$ cat src/rtl/hdq_pkg.sv
package hdq_pkg;
  localparam int STATE_W = 2;
  localparam int CODE_W  = 2;
  localparam int CMD_W   = 2;

  typedef enum logic [STATE_W-1:0] {
    ST_IDLE = 2'd0,
    ST_OUT  = 2'd1,
    ST_CTL  = 2'd2,
    ST_IN   = 2'd3
  } seq_state_e;

  typedef enum logic [CODE_W-1:0] {
    WK_CTL     = 2'd0,
    WK_INSTART = 2'd1,
    WK_INDATA  = 2'd2,
    WK_OUTDATA = 2'd3
  } wake_e;

  localparam logic [CMD_W-1:0] CMD_OTHER = 2'd0;
  localparam logic [CMD_W-1:0] CMD_OUT   = 2'd1;
  localparam logic [CMD_W-1:0] CMD_IN    = 2'd2;
  localparam logic [CMD_W-1:0] CMD_CTL   = 2'd3;

  typedef struct packed {
    logic ctl;
    logic in;
    logic out;
  } host_req_t;
endpackage

$ cat src/rtl/hdq_rst_sync.sv
module hdq_rst_sync #(
  parameter int STAGES = 2
) (
  input  logic clk,
  input  logic rst_n,
  output logic rst_sync_n
);
  logic [STAGES-1:0] sync_q;

  always_ff @(posedge clk or negedge rst_n) begin
    if (!rst_n) sync_q <= '0;
    else        sync_q <= {sync_q[STAGES-2:0], 1'b1};
  end

  assign rst_sync_n = sync_q[STAGES-1];
endmodule

$ cat src/rtl/hdq_cmd_decode.sv
module hdq_cmd_decode
  import hdq_pkg::*;
(
  input  logic             sio,
  input  logic [CMD_W-1:0] bus_cmd,
  output host_req_t        req
);
  always_comb begin
    req = '0;
    if (sio) begin
      case (bus_cmd)
        CMD_CTL: req.ctl = 1'b1;
        CMD_IN:  req.in  = 1'b1;
        CMD_OUT: req.out = 1'b1;
        default: req     = '0;
      endcase
    end
  end
endmodule

$ cat src/rtl/hdq_next.sv
module hdq_next
  import hdq_pkg::*;
(
  input  seq_state_e state_q,
  input  logic       sio,
  input  host_req_t  req,
  input  logic       wake_clr,
  input  logic       in_data_req,
  input  logic       out_data_req,
  output seq_state_e state_d,
  output wake_e      code_d,
  output logic       vld_d
);
  always_comb begin
    state_d = state_q;
    code_d  = WK_CTL;
    vld_d   = 1'b0;
    case (state_q)
      ST_IDLE: begin
        if (sio) begin
          if (req.ctl) begin
            state_d = ST_CTL;
            code_d  = WK_CTL;
            vld_d   = 1'b1;
          end else if (req.in) begin
            state_d = ST_IN;
            code_d  = WK_INSTART;
            vld_d   = 1'b1;
          end else if (req.out) begin
            state_d = ST_OUT;
          end
        end else if (in_data_req) begin
          code_d = WK_INDATA;
          vld_d  = 1'b1;
        end else if (out_data_req) begin
          code_d = WK_OUTDATA;
          vld_d  = 1'b1;
        end
      end
      ST_OUT: begin
        if (!sio) state_d = ST_IDLE;
      end
      ST_CTL, ST_IN: begin
        if (!sio && wake_clr) begin
          state_d = ST_IDLE;
        end else begin
          code_d = (state_q == ST_CTL) ? WK_CTL : WK_INSTART;
          vld_d  = 1'b1;
        end
      end
      default: state_d = ST_IDLE;
    endcase
  end
endmodule

$ cat src/rtl/hdq_dispatch.sv
module hdq_dispatch
  import hdq_pkg::*;
#(
  parameter int RST_STAGES = 2
) (
  input  logic               clk,
  input  logic               rst_n,
  input  logic               sio,
  input  logic [CMD_W-1:0]   bus_cmd,
  input  logic               wake_clr,
  input  logic               in_data_req,
  input  logic               out_data_req,
  output logic [STATE_W-1:0] state,
  output logic [CODE_W-1:0]  wake_code,
  output logic               wake_vld
);
  logic       rst_sync_n;
  host_req_t  req;
  seq_state_e state_q, state_d;
  wake_e      code_q, code_d;
  logic       wake_vld_q, vld_d;
  logic       code_en;

  hdq_rst_sync #(.STAGES(RST_STAGES)) u_rst_sync (
    .clk        (clk),
    .rst_n      (rst_n),
    .rst_sync_n (rst_sync_n)
  );

  hdq_cmd_decode u_decode (
    .sio     (sio),
    .bus_cmd (bus_cmd),
    .req     (req)
  );

  hdq_next u_next (
    .state_q      (state_q),
    .sio          (sio),
    .req          (req),
    .wake_clr     (wake_clr),
    .in_data_req  (in_data_req),
    .out_data_req (out_data_req),
    .state_d      (state_d),
    .code_d       (code_d),
    .vld_d        (vld_d)
  );

  // The code register loads only while a wakeup is raised or is being dropped.
  assign code_en = vld_d | wake_vld_q;

  always_ff @(posedge clk or negedge rst_sync_n) begin
    if (!rst_sync_n) begin
      state_q    <= ST_IDLE;
      wake_vld_q <= 1'b0;
    end else begin
      state_q    <= state_d;
      wake_vld_q <= vld_d;
    end
  end

  always_ff @(posedge clk or negedge rst_sync_n) begin
    if (!rst_sync_n)  code_q <= WK_CTL;
    else if (code_en) code_q <= vld_d ? code_d : WK_CTL;
  end

  assign state     = state_q;
  assign wake_code = code_q;
  assign wake_vld  = wake_vld_q;


  code_zero_chk: assert property (@(posedge clk) disable iff (!rst_sync_n)
    !wake_vld_q |-> code_q == WK_CTL);


  idle_ctl_chk: assert property (@(posedge clk) disable iff (!rst_sync_n)
    (state_q == ST_IDLE && req.ctl) |=> (state_q == ST_CTL && wake_vld_q && code_q == WK_CTL));


  idle_in_chk: assert property (@(posedge clk) disable iff (!rst_sync_n)
    (state_q == ST_IDLE && req.in) |=> (state_q == ST_IN && wake_vld_q && code_q == WK_INSTART));


  in_prio_chk: assert property (@(posedge clk) disable iff (!rst_sync_n)
    (state_q == ST_IDLE && !sio && in_data_req) |=>
      (state_q == ST_IDLE && wake_vld_q && code_q == WK_INDATA));


  out_quiet_chk: assert property (@(posedge clk) disable iff (!rst_sync_n)
    state_q == ST_OUT |-> !wake_vld_q);


  out_exit_chk: assert property (@(posedge clk) disable iff (!rst_sync_n)
    (state_q == ST_OUT && !sio) |=> state_q == ST_IDLE);


  held_wake_chk: assert property (@(posedge clk) disable iff (!rst_sync_n)
    ((state_q == ST_CTL || state_q == ST_IN) && (sio || !wake_clr)) |=>
      (wake_vld_q && $stable(state_q)));


  release_chk: assert property (@(posedge clk) disable iff (!rst_sync_n)
    ((state_q == ST_CTL || state_q == ST_IN) && !sio && wake_clr) |=>
      (state_q == ST_IDLE && !wake_vld_q));
endmodule

$ cat config.mk
export PLATFORM = sky130hd
export DESIGN_NAME = hdq_dispatch
export DESIGN_NICKNAME = d
export VERILOG_FILES = /design/src/rtl/hdq_pkg.sv /design/src/rtl/hdq_rst_sync.sv /design/src/rtl/hdq_cmd_decode.sv /design/src/rtl/hdq_next.sv /design/src/rtl/hdq_dispatch.sv
export SDC_FILE = /design/constraint.sdc
export NUM_CORES = 1
export LEC_CHECK = 0
export BUFFER_PORTS_ARGS = -buffer_cell sky130_fd_sc_hd__buf_2
export CORE_AREA = 10 10 47 49
export CTS_CLUSTER_DIAMETER = 80
export DETAILED_ROUTE_END_ITERATION = 12
export DIE_AREA = 0 0 57 59
export HOLD_SLACK_MARGIN = 0.15
export PLACE_DENSITY = 0.45
export SKIP_LAST_GASP = 1
export SLEW_MARGIN = 20
export SYNTH_ARGS = -nofsm -noshare
export SYNTH_HDL_FRONTEND = slang
export SYNTH_SLANG_ARGS = --single-unit
$ cat constraint.sdc
create_clock -name clk -period 0.8 [get_ports clk]
set_input_delay 0.04 -clock clk [delete_from_list [all_inputs] [get_ports clk]]
set_output_delay 0.04 -clock clk [all_outputs]
set_load 0.03 [all_outputs]
==> flow_summary.yaml, run 1 <==
route:
  first_iter_violations: 10
  avgRoutedWirePerCell_um: 10.6
  ant_nets: 0
  via_per_inst: 4.11
  drc_errors: 0
  drt_pass1_iterations: 4
  wirelength_um: 760
  vias: 296
power_and_ir_drop:
  swShare_pct: 32.2
  internal_power_mw: 0.846
  seqPwrFrac_pct: 38.5
  power_frac_clock_pct: 24.1
  p_comb_share_pct: 37.4
  p_leak_nw: 0.269
  power.switching_mw: 0.402
  power.density_nw_per_um2: 2240
  ir_drop_mv: 1.20
  power_mw: 1.25
logic_synthesis:
  synthCells: 30
  synthDistinctLibCells: 19
  avgSynthCellArea_um2: 10.7
  yosys_warnings: 0
  syn_area_um2: 322
  ys_ff_latch: 7
  yosysSeqAreaShare_pct: 54.5
  syn-num-nets: 38
grt:
  grt_pass1_vias: 322
  grt_pass1_wl_um: 1280
  grt_max_degree: 8
  grtUsageTotal_pct: 4.85
  antenna_found_initial: 0
  overflow: 0
sta:
  rsz0062_at_grt: "true"
  setup_ws_ns: -0.253
  slew_viol_final: 0
  skew_ns: 0.000868
  timing.hold.ws_ns: 0.0726
  fmax_ghz: 0.949
  fin_crit_sh_pct: 132
  setup_viol: 10
  fin_crit_ns: 1.05
  finalHoldViolations: 0
clocking:
  h-tree-depth: 1
  cts_setup_buffers: 0
  cts_root_buf: "clkbuf_4"
  clockBufferDepth: 2
  cts_sinks: 7
  postCtsHoldBufs: 4
  cts_tree: "done"
  clk_latency_ns: 0.24
  cts-buffers-inserted: 3
  clkTransAtPathRegs_ns: 0.05
cells_and_area:
  seqCellArea_um2: 178
  num_antenna_cells: 0
  drive_gt1_share_pct: 51.8
  fillers: 142
  utilization_pct: 39.8
  final_nets: 65
  multi_input_area_um2: 146
  area_growth_pct: 73.5
worst_setup_path:
  crit_type: "reg -> reg"
  rrSetupSlack_ns: -0.25
  crit_path_start_kind: "flip-flop"
  required_ns: 0.97
  reg2regPathDepth: 4
  cp-end-kind: "flip-flop"
  crit_fanout: 7
  timing.rr.start: "state[1]"
  r2r_end: "wake_code[0]"
  worstPathArrival_ns: 1.22
hold_path:
  hold_path_class: "reg -> async"
floorplanning:
  dieArea_um2: 3360
  rows: 14
  die_h_um: 59
  core_area_um2: 1400
  pin_count: 13
  initial_utilization_pct: 22.9
  die_x_um: 57
status:
  violations: "negative setup slack"
  outcome: "finished, violations left"
placed_design:
  dpl.hpwl_um: 622
  io_buffers: 12
  routabilityCongestion: 0.707
flow_run:
  cap_violations: 0
[routing by layer]
metal	vias up	global-route usage (%)	wire, µm
li1	155	-	-
met2	4	9.30	451
met5	-	0	0
met4	0	2.01	0
met3	0	2.58	23
met1	137	4.07	285
[cells in the final DEF (no fill, tap or decap)]
cell type,netlist,routed
a21oi_1,1,1
buf_2,0,7
buf_4,0,6
buf_6,0,5
clkbuf_1,0,1
clkbuf_4,0,3
conb_1,1,1
dfrtp_1,7,5
dfrtp_2,0,2
dlygate4sd3_1,0,4
inv_1,2,2
inv_2,1,1
mux2i_1,1,1
nand2_1,4,4
nand2_4,1,1
nand2b_1,1,1
nand3b_1,1,1
nor2_1,1,1
nor3_1,2,1
nor3_2,0,1
nor4_1,1,1
nor4b_2,0,1
o21ai_1,1,2
o21ai_2,1,1
o221a_4,1,1
xnor2_1,1,1
[metrics by stage]
step | TNS (ns) | std cells | area [µm²] | worst slack [ns]
2_1_floorplan | -0.920 | 30 | 329 | -0.305
3_3_place_gp | -0.905 | 64 | 454 | -0.226
3_5_place_dp | -0.932 | 64 | 454 | -0.242
4_1_cts | -1.48 | 72 | 552 | -0.250
5_1_grt | -1.93 | 72 | 558 | -0.337
6_report | -1.44 | 72 | 558 | -0.253
[how the worst max path moves through the flow]
stage,from,end,slack [ns],cells after the start
2_1_floorplan,state[1],wake_code[0],-0.30,4
3_3_place_gp,state[1],wake_code[0],-0.23,4
3_5_place_dp,state[1],wake_code[0],-0.24,4
4_1_cts,state[1],wake_code[0],-0.25,4
5_1_grt,state[1],wake_code[0],-0.34,4
6_report,state[1],wake_code[0],-0.25,4
[state kept, by name (all words and copies together), names as in the netlist]
register and flops:
state 2, wake_vld 1, u_rst_sync.sync_q 2, wake_code 2
[worst max-delay path, cell delays in order, from the launching register on]
cell and delay [ns]:
dfrtp_2 0.43, inv_2 0.05, o221a_4 0.28, nand2_4 0.06, mux2i_1 0.16
[cells by family (layout without fill, tap and decap cells)]
logic type      count (synthesis)  after routing  synth area share [%]
other cells                     1              1                  1.17
simple gates                   12             12                  21.4
xor+xnor                        1              1                  2.72
mux                             1              1                  3.11
flops                           7              7                  54.5
buf+inv                         3             29                  3.50
compound gates                  5              5                  13.6
[Yosys cell counts]
master	number	area, µm²
xnor2_1	1	8.76
nor2_1	1	3.75
a21oi_1	1	5.00
nor3_1	2	10.0
nand2_4	1	11.3
nand3b_1	1	7.51
conb_1	1	3.75
o21ai_2	1	8.76
o21ai_1	1	5.00
o21ai_0	1	5.00
nor4_1	1	6.26
inv_2	1	3.75
nand2_1	4	15.0
dfrtp_1	7	175
o221a_4	1	20.0
nand2b_1	1	6.26
mux2i_1	1	10.0
nor4b_1	1	8.76
inv_1	2	7.51
[power groups by stage]
stage                     logic, mW  clock network [mW]  registers, mW
after floorplan               0.119                   0          0.571
after global placement        0.396                   0          0.474
after detailed placement      0.391                   0          0.476
after CTS                     0.470               0.320          0.479
after global routing          0.504               0.341          0.488
final                         0.468               0.301          0.480
[area by class of cell]
type / instances / area share (%)
clock buffer: 4 / 4.71
timing repair buffer: 22 / 31.6
multi-input combinational: 20 / 26.2
inverter: 3 / 2.02
sequential: 7 / 31.8
tap: 16 / 3.59
[timing repair]
action                                  4_1_cts  5_1_grt
pin swaps                                     2        1
endpoints found under the setup margin       10       10
gates resized for setup                      11        1
endpoints found under the hold margin         9        6
Power figures use the tool's default switching activity.
==> run 2: changes to the inputs <==
--- a/config.mk
+++ b/config.mk
@@ -12,7 +12,7 @@
 export DIE_AREA = 0 0 57 59
 export HOLD_SLACK_MARGIN = 0.15
 export PLACE_DENSITY = 0.45
-export SKIP_LAST_GASP = 1
+export SETUP_SLACK_MARGIN = 0.1
 export SLEW_MARGIN = 20
 export SYNTH_ARGS = -nofsm -noshare
 export SYNTH_HDL_FRONTEND = slang
==> flow_summary.yaml, run 2 (synthesis gave the netlist of run 1 again) <==
status:
  outcome: "finished, violations left"
  violations: "negative setup slack"
power_and_ir_drop:
  power_mw: 1.25
  p_leak_nw: 0.262
  power.density_nw_per_um2: 2300
  ir_drop_mv: 1.20
grt:
  grt.busiest_layer: "met2"
  grtUsageTotal_pct: 4.55
  grt_pass1_wl_um: 1210
  met2_usage_pct: 8.37
  grt_max_degree: 8
  use_met1_pct: 3.95
  antenna_found_initial: 0
  grt_use_met3_pct: 2.58
  grt_pass1_vias: 307
  overflow: 0
sta:
  rsz0062_at_grt: "true"
  slew_viol_final: 0
  fin_crit_sh_pct: 132
  setup_ws_ns: -0.253
  timing.hold.ws_ns: 0.0712
  finalHoldViolations: 0
  fmax_ghz: 0.949
  setup_viol: 10
  skew_ns: 0.000941
  fin_crit_ns: 1.05
  totalNegativeSetupSlack_ns: -1.42
clocking:
  clockBufferDepth: 2
  cts_setup_buffers: 0
  cts-buffers-inserted: 3
  postCtsHoldBufs: 2
  cts_sinks: 7
  h-tree-depth: 1
  cts_root_buf: "clkbuf_4"
  clkTransAtPathRegs_ns: 0.05
  cts_tree: "done"
  clk_latency_ns: 0.24
cells_and_area:
  layout_common_cells: "buf_2, buf_6, buf_4, dfrtp_1, nand2_1"
  utilization_pct: 38.7
  multi_input_area_um2: 146
  num_antenna_cells: 0
  seqCellArea_um2: 178
  fillers: 142
  area_growth_pct: 68.5
  drive_gt1_share_pct: 53.7
  final_common_cell: "buf_2"
  final_nets: 63
  fin_area_um2: 542
flow_run:
  cap_violations: 0
worst_setup_path:
  cp-end-kind: "flip-flop"
  crit_path_start_kind: "flip-flop"
  crit_type: "reg -> reg"
  worstPathArrival_ns: 1.22
  crit_path_cell_trace: "inv_2 > o221a_4 > nand2_4 > mux2i_1"
  crit_slowest_cell: "dfrtp_2"
  crit_fanout: 7
  critPathMaxStageDelay_ns: 0.43
  required_ns: 0.97
floorplanning:
  die_x_um: 57
  die_h_um: 59
  core_area_um2: 1400
  dieArea_um2: 3360
  pin_count: 13
  initial_utilization_pct: 22.9
  rows: 14
hold_path:
  hold_path_class: "reg -> async"
route:
  ant_nets: 0
  wirelength_um: 734
  vias: 293
  avgRoutedWirePerCell_um: 10.5
  drc_errors: 0
  first_iter_violations: 11
  via_per_inst: 4.19
  drt_pass1_iterations: 4
placed_design:
  io_buffers: 12
  dpl.hpwl_um: 622
  routabilityCongestion: 0.707
  post_dp_cell_area_um2: 454
==> run 2: cell types whose count changed in the layout (fill, tap and decap cells not counted), sizes merged <==
| cell | previous run | this run |
|---|---|---|
| dlygate4sd3 | 4 | 2 |
==> run 2: repair_timing <==
item / 4_1_cts / 5_1_grt
setup endpoints to repair: 10 / 10
gates resized for setup: 12 / 1
hold endpoints to repair: 9 / 9
pin swaps: 2 / 1
==> run 2: path summary, 6_finish.rpt <==
kind / startpoint / end / slack, ns / cells after the start
setup reg to reg: state[1] / wake_code[0] / -0.25 / 4
setup / recovery: state[1] / wake_code[0] / -0.25 / 4
hold / removal: u_rst_sync.sync_q[1] / wake_code[1] / 0.07 / 0
max in group asynchronous: u_rst_sync.sync_q[1] / state[0] / 0.54 / 0
min in group clk: sio / state[0] / 0.12 / 3
hold reg to reg: u_rst_sync.sync_q[1] / wake_code[1] / 0.07 / 0
==> run 2: routing by layer <==
| layer | wire length, µm | vias to the layer above |
|---|---|---|
| met5 | 0 | - |
| met4 | 0 | 0 |
| met3 | 24 | 0 |
| met2 | 437 | 4 |
| met1 | 272 | 138 |
| li1 | - | 151 |
==> run 2: final cells by class <==
cell class | instances | share of cell area (%)
Sequential cell | 7 | 32.8
Timing Repair Buffer | 20 | 29.6
Multi-Input combinational cell | 20 | 27.0
Clock buffer | 4 | 4.85
Tap cell | 16 | 3.70
Inverter | 3 | 2.08
==> run 2: worst max-delay path: cells and delay by family (launching register included) <==
family          cells  cell delay, ns
simple gates        1            0.06
buf+inv             1            0.05
flops               1            0.43
mux                 1            0.16
compound gates      1            0.28
==> run 2: per-stage QoR <==
step,setup WS [ns],cells
after global routing,-0.337,70
after floorplan,-0.305,30
after CTS,-0.250,70
final,-0.253,70
after detailed placement,-0.242,64
after global placement,-0.226,64
==> run 2: power breakdown <==
group / internal [mW] / switching, mW
sequential: 0.413 / 0.0672
combinational: 0.244 / 0.224
clock: 0.189 / 0.111
total: 0.846 / 0.402
==> run 3: changes to the inputs <==
--- a/config.mk
+++ b/config.mk
@@ -11,9 +11,10 @@
 export DETAILED_ROUTE_END_ITERATION = 12
 export DIE_AREA = 0 0 57 59
 export HOLD_SLACK_MARGIN = 0.15
-export PLACE_DENSITY = 0.45
+export PLACE_DENSITY = 0.47
 export SETUP_SLACK_MARGIN = 0.1
 export SLEW_MARGIN = 20
 export SYNTH_ARGS = -nofsm -noshare
 export SYNTH_HDL_FRONTEND = slang
+export SYNTH_HIERARCHICAL = 1
 export SYNTH_SLANG_ARGS = --single-unit
==> flow_summary.yaml, run 3 <==
status:
  outcome: "finished, violations left"
  violations: "negative setup slack"
placed_design:
  numPlacedInstances: 72
  routabilityCongestion: 0.709
  place_ws_ns: -0.466
  dpl.hpwl_um: 763
  io_buffers: 12
worst_setup_path:
  crit_path_cell_trace: "o21ba_4 > o21ai_2 > o211ai_1 > nand2b_1 > o21ai_1"
  critPathMaxStageDelay_ns: 0.38
  crit_type: "reg -> reg"
  crit_path_start_kind: "flip-flop"
  crit_fanout: 5
  required_ns: 0.97
  cp-end-kind: "flip-flop"
  worstPathArrival_ns: 1.41
  rrSetupSlack_ns: -0.44
  r2r_end: "wake_code[0]"
  crit_slowest_cell: "dfrtp_2"
  timing.rr.start: "state[0]"
  reg2regPathDepth: 5
sta:
  setup_viol: 10
  setup_ws_ns: -0.441
  finalHoldViolations: 0
  slew_viol_final: 0
  totalNegativeSetupSlack_ns: -1.81
  fmax_ghz: 0.806
  rsz0062_at_grt: "true"
  skew_ns: 0.00372
  fin_crit_sh_pct: 155
  fin_crit_ns: 1.24
logic_synthesis:
  syn-num-nets: 44
  yosys_warnings: 6
  yosys.area.top_type_share_pct: 50.4
  yosysSeqAreaShare_pct: 50.4
  synth_flop_cell: "dfrtp_1"
  avgSynthCellArea_um2: 9.66
  synth_area_leaders: "dfrtp_1, inv_1, and3b_1"
  synthDistinctLibCells: 18
  yosysMostFrequentCell: "dfrtp_1"
  syn_area_um2: 348
  async_flop_share_pct: 100
  synthCells: 36
  ys_ff_latch: 7
  synth-edff-count: 0
  synth_commonest_cells: "dfrtp_1, inv_1, nand2_1, o21ai_0"
  yosys.area.top_type: "dfrtp_1"
route:
  ant_nets: 0
  via_per_inst: 4.46
  drc_errors: 0
  avgRoutedWirePerCell_um: 12.4
  wirelength_um: 1010
  first_iter_violations: 3
  vias: 361
  drt_pass1_iterations: 4
power_and_ir_drop:
  ir_drop_mv: 0.954
  seqPwrFrac_pct: 37.2
  p_leak_nw: 0.307
  power.density_nw_per_um2: 1900
  internal_power_mw: 0.813
  power.switching_mw: 0.361
  swShare_pct: 30.8
  power_frac_clock_pct: 26.5
  p_comb_share_pct: 36.3
cells_and_area:
  final_nets: 74
  drive_gt1_share_pct: 53.8
  multi_input_area_um2: 173
  seqCellArea_um2: 178
  num_antenna_cells: 0
  stdcell_count: 81
  final_common_cell: "buf_4"
  fillers: 155
  layout_common_cells: "buf_4, buf_2, buf_6"
  area_growth_pct: 77.3
hold_path:
  hold_path_class: "reg -> async"
clocking:
  clockBufferDepth: 2
  h-tree-depth: 1
  cts_tree: "done"
  postCtsHoldBufs: 2
  cts_root_buf: "clkbuf_4"
  clk_latency_ns: 0.25
  clkTransAtPathRegs_ns: 0.05
  cts-buffers-inserted: 3
  cts_sinks: 7
grt:
  grt_max_degree: 8
  overflow: 0
  grt_pass1_wl_um: 1730
  antenna_found_initial: 0
  grtUsageTotal_pct: 6.62
  grt_pass1_vias: 398
floorplanning:
  initial_utilization_pct: 24.8
  pin_count: 13
  dieArea_um2: 3360
  core_area_um2: 1400
  die_h_um: 59
  die_x_um: 57
  rows: 14
flow_run:
  cap_violations: 0
run 3: changes by cell type in the layout (fill, tap and decap cells not counted), moves of 2 or more:
cell      delta
and3b_1      +2
o211ai_1     +2
inv_1        +3
buf_4        +4
o21ai_2      +2
run 3: repair_timing:
item	in CTS	in global routing
endpoints found under the hold margin	8	7
endpoints found under the setup margin	10	10
pin swaps	3	2
gates resized for setup	14	2
buffers inserted	3	1
run 3: how the worst max path moves through the flow:
stage / startpoint / endpoint / slack [ns] / depth (start not counted)
finish: state[0] / wake_code[0] / -0.44 / 5
global route: state[0] / wake_code[0] / -0.54 / 5
global placement: sio / wake_code[0] / -0.46 / 7
detailed placement: state[1] / wake_code[1] / -0.47 / 5
CTS: state[0] / wake_code[0] / -0.42 / 5
floorplan: state[0] / wake_code[1] / -0.48 / 5
run 3: power groups by stage:
stage / Sequential (mW) / Clock [mW] / Combinational [mW]
final: 0.437 / 0.311 / 0.427
after global routing: 0.442 / 0.339 / 0.468
after CTS: 0.436 / 0.336 / 0.425
after detailed placement: 0.437 / 0 / 0.323
after global placement: 0.437 / 0 / 0.320
after floorplan: 0.515 / 0 / 0.0922
run 3: critical path: cells and delay by family (launching register included):
kind,cells,cell delay [ns]
AOI/OAI and AO/OA,4,0.60
DFF,1,0.38
and+or+nand+nor,1,0.19
run 3: stage by stage:
step / total power, mW / hold slack, ns / utilization (%) / cell area (µm²)
final: 1.17 / 0.0719 / 44.0 / 617
after global routing: 1.25 / 0.0890 / 44.0 / 617
after CTS: 1.20 / 0.0792 / 43.8 / 613
after detailed placement: 0.760 / -0.172 / 35.7 / 500
after global placement: 0.757 / -0.173 / 35.7 / 500
after floorplan: 0.607 / -0.256 / - / 360
run 3: kinds of logic (layout without fill, tap and decap cells):
logic type | count (synthesis) | count (layout) | synth area share [%]
AOI/OAI and AO/OA | 13 | 13 | 26.6
buffers and inverters | 5 | 34 | 5.40
DFF | 7 | 7 | 50.4
other | 1 | 1 | 1.08
and+or+nand+nor | 10 | 10 | 16.5
run 3: final cells by class:
cell class	count	share of cell area (%)
Clock buffer	4	4.26
Timing Repair Buffer	25	32.7
Inverter	5	3.04
Multi-Input combinational cell	24	28.0
Sequential cell	7	28.8
Tap cell	16	3.25
run 3: layer usage:
layer / vias up / GRT usage (%) / routed length (µm)
li1: 182 / - / -
met1: 163 / 6.55 / 404
met2: 14 / 10.7 / 484
met3: 2 / 3.00 / 110
met4: 0 / 5.03 / 7
met5: - / 0 / 0
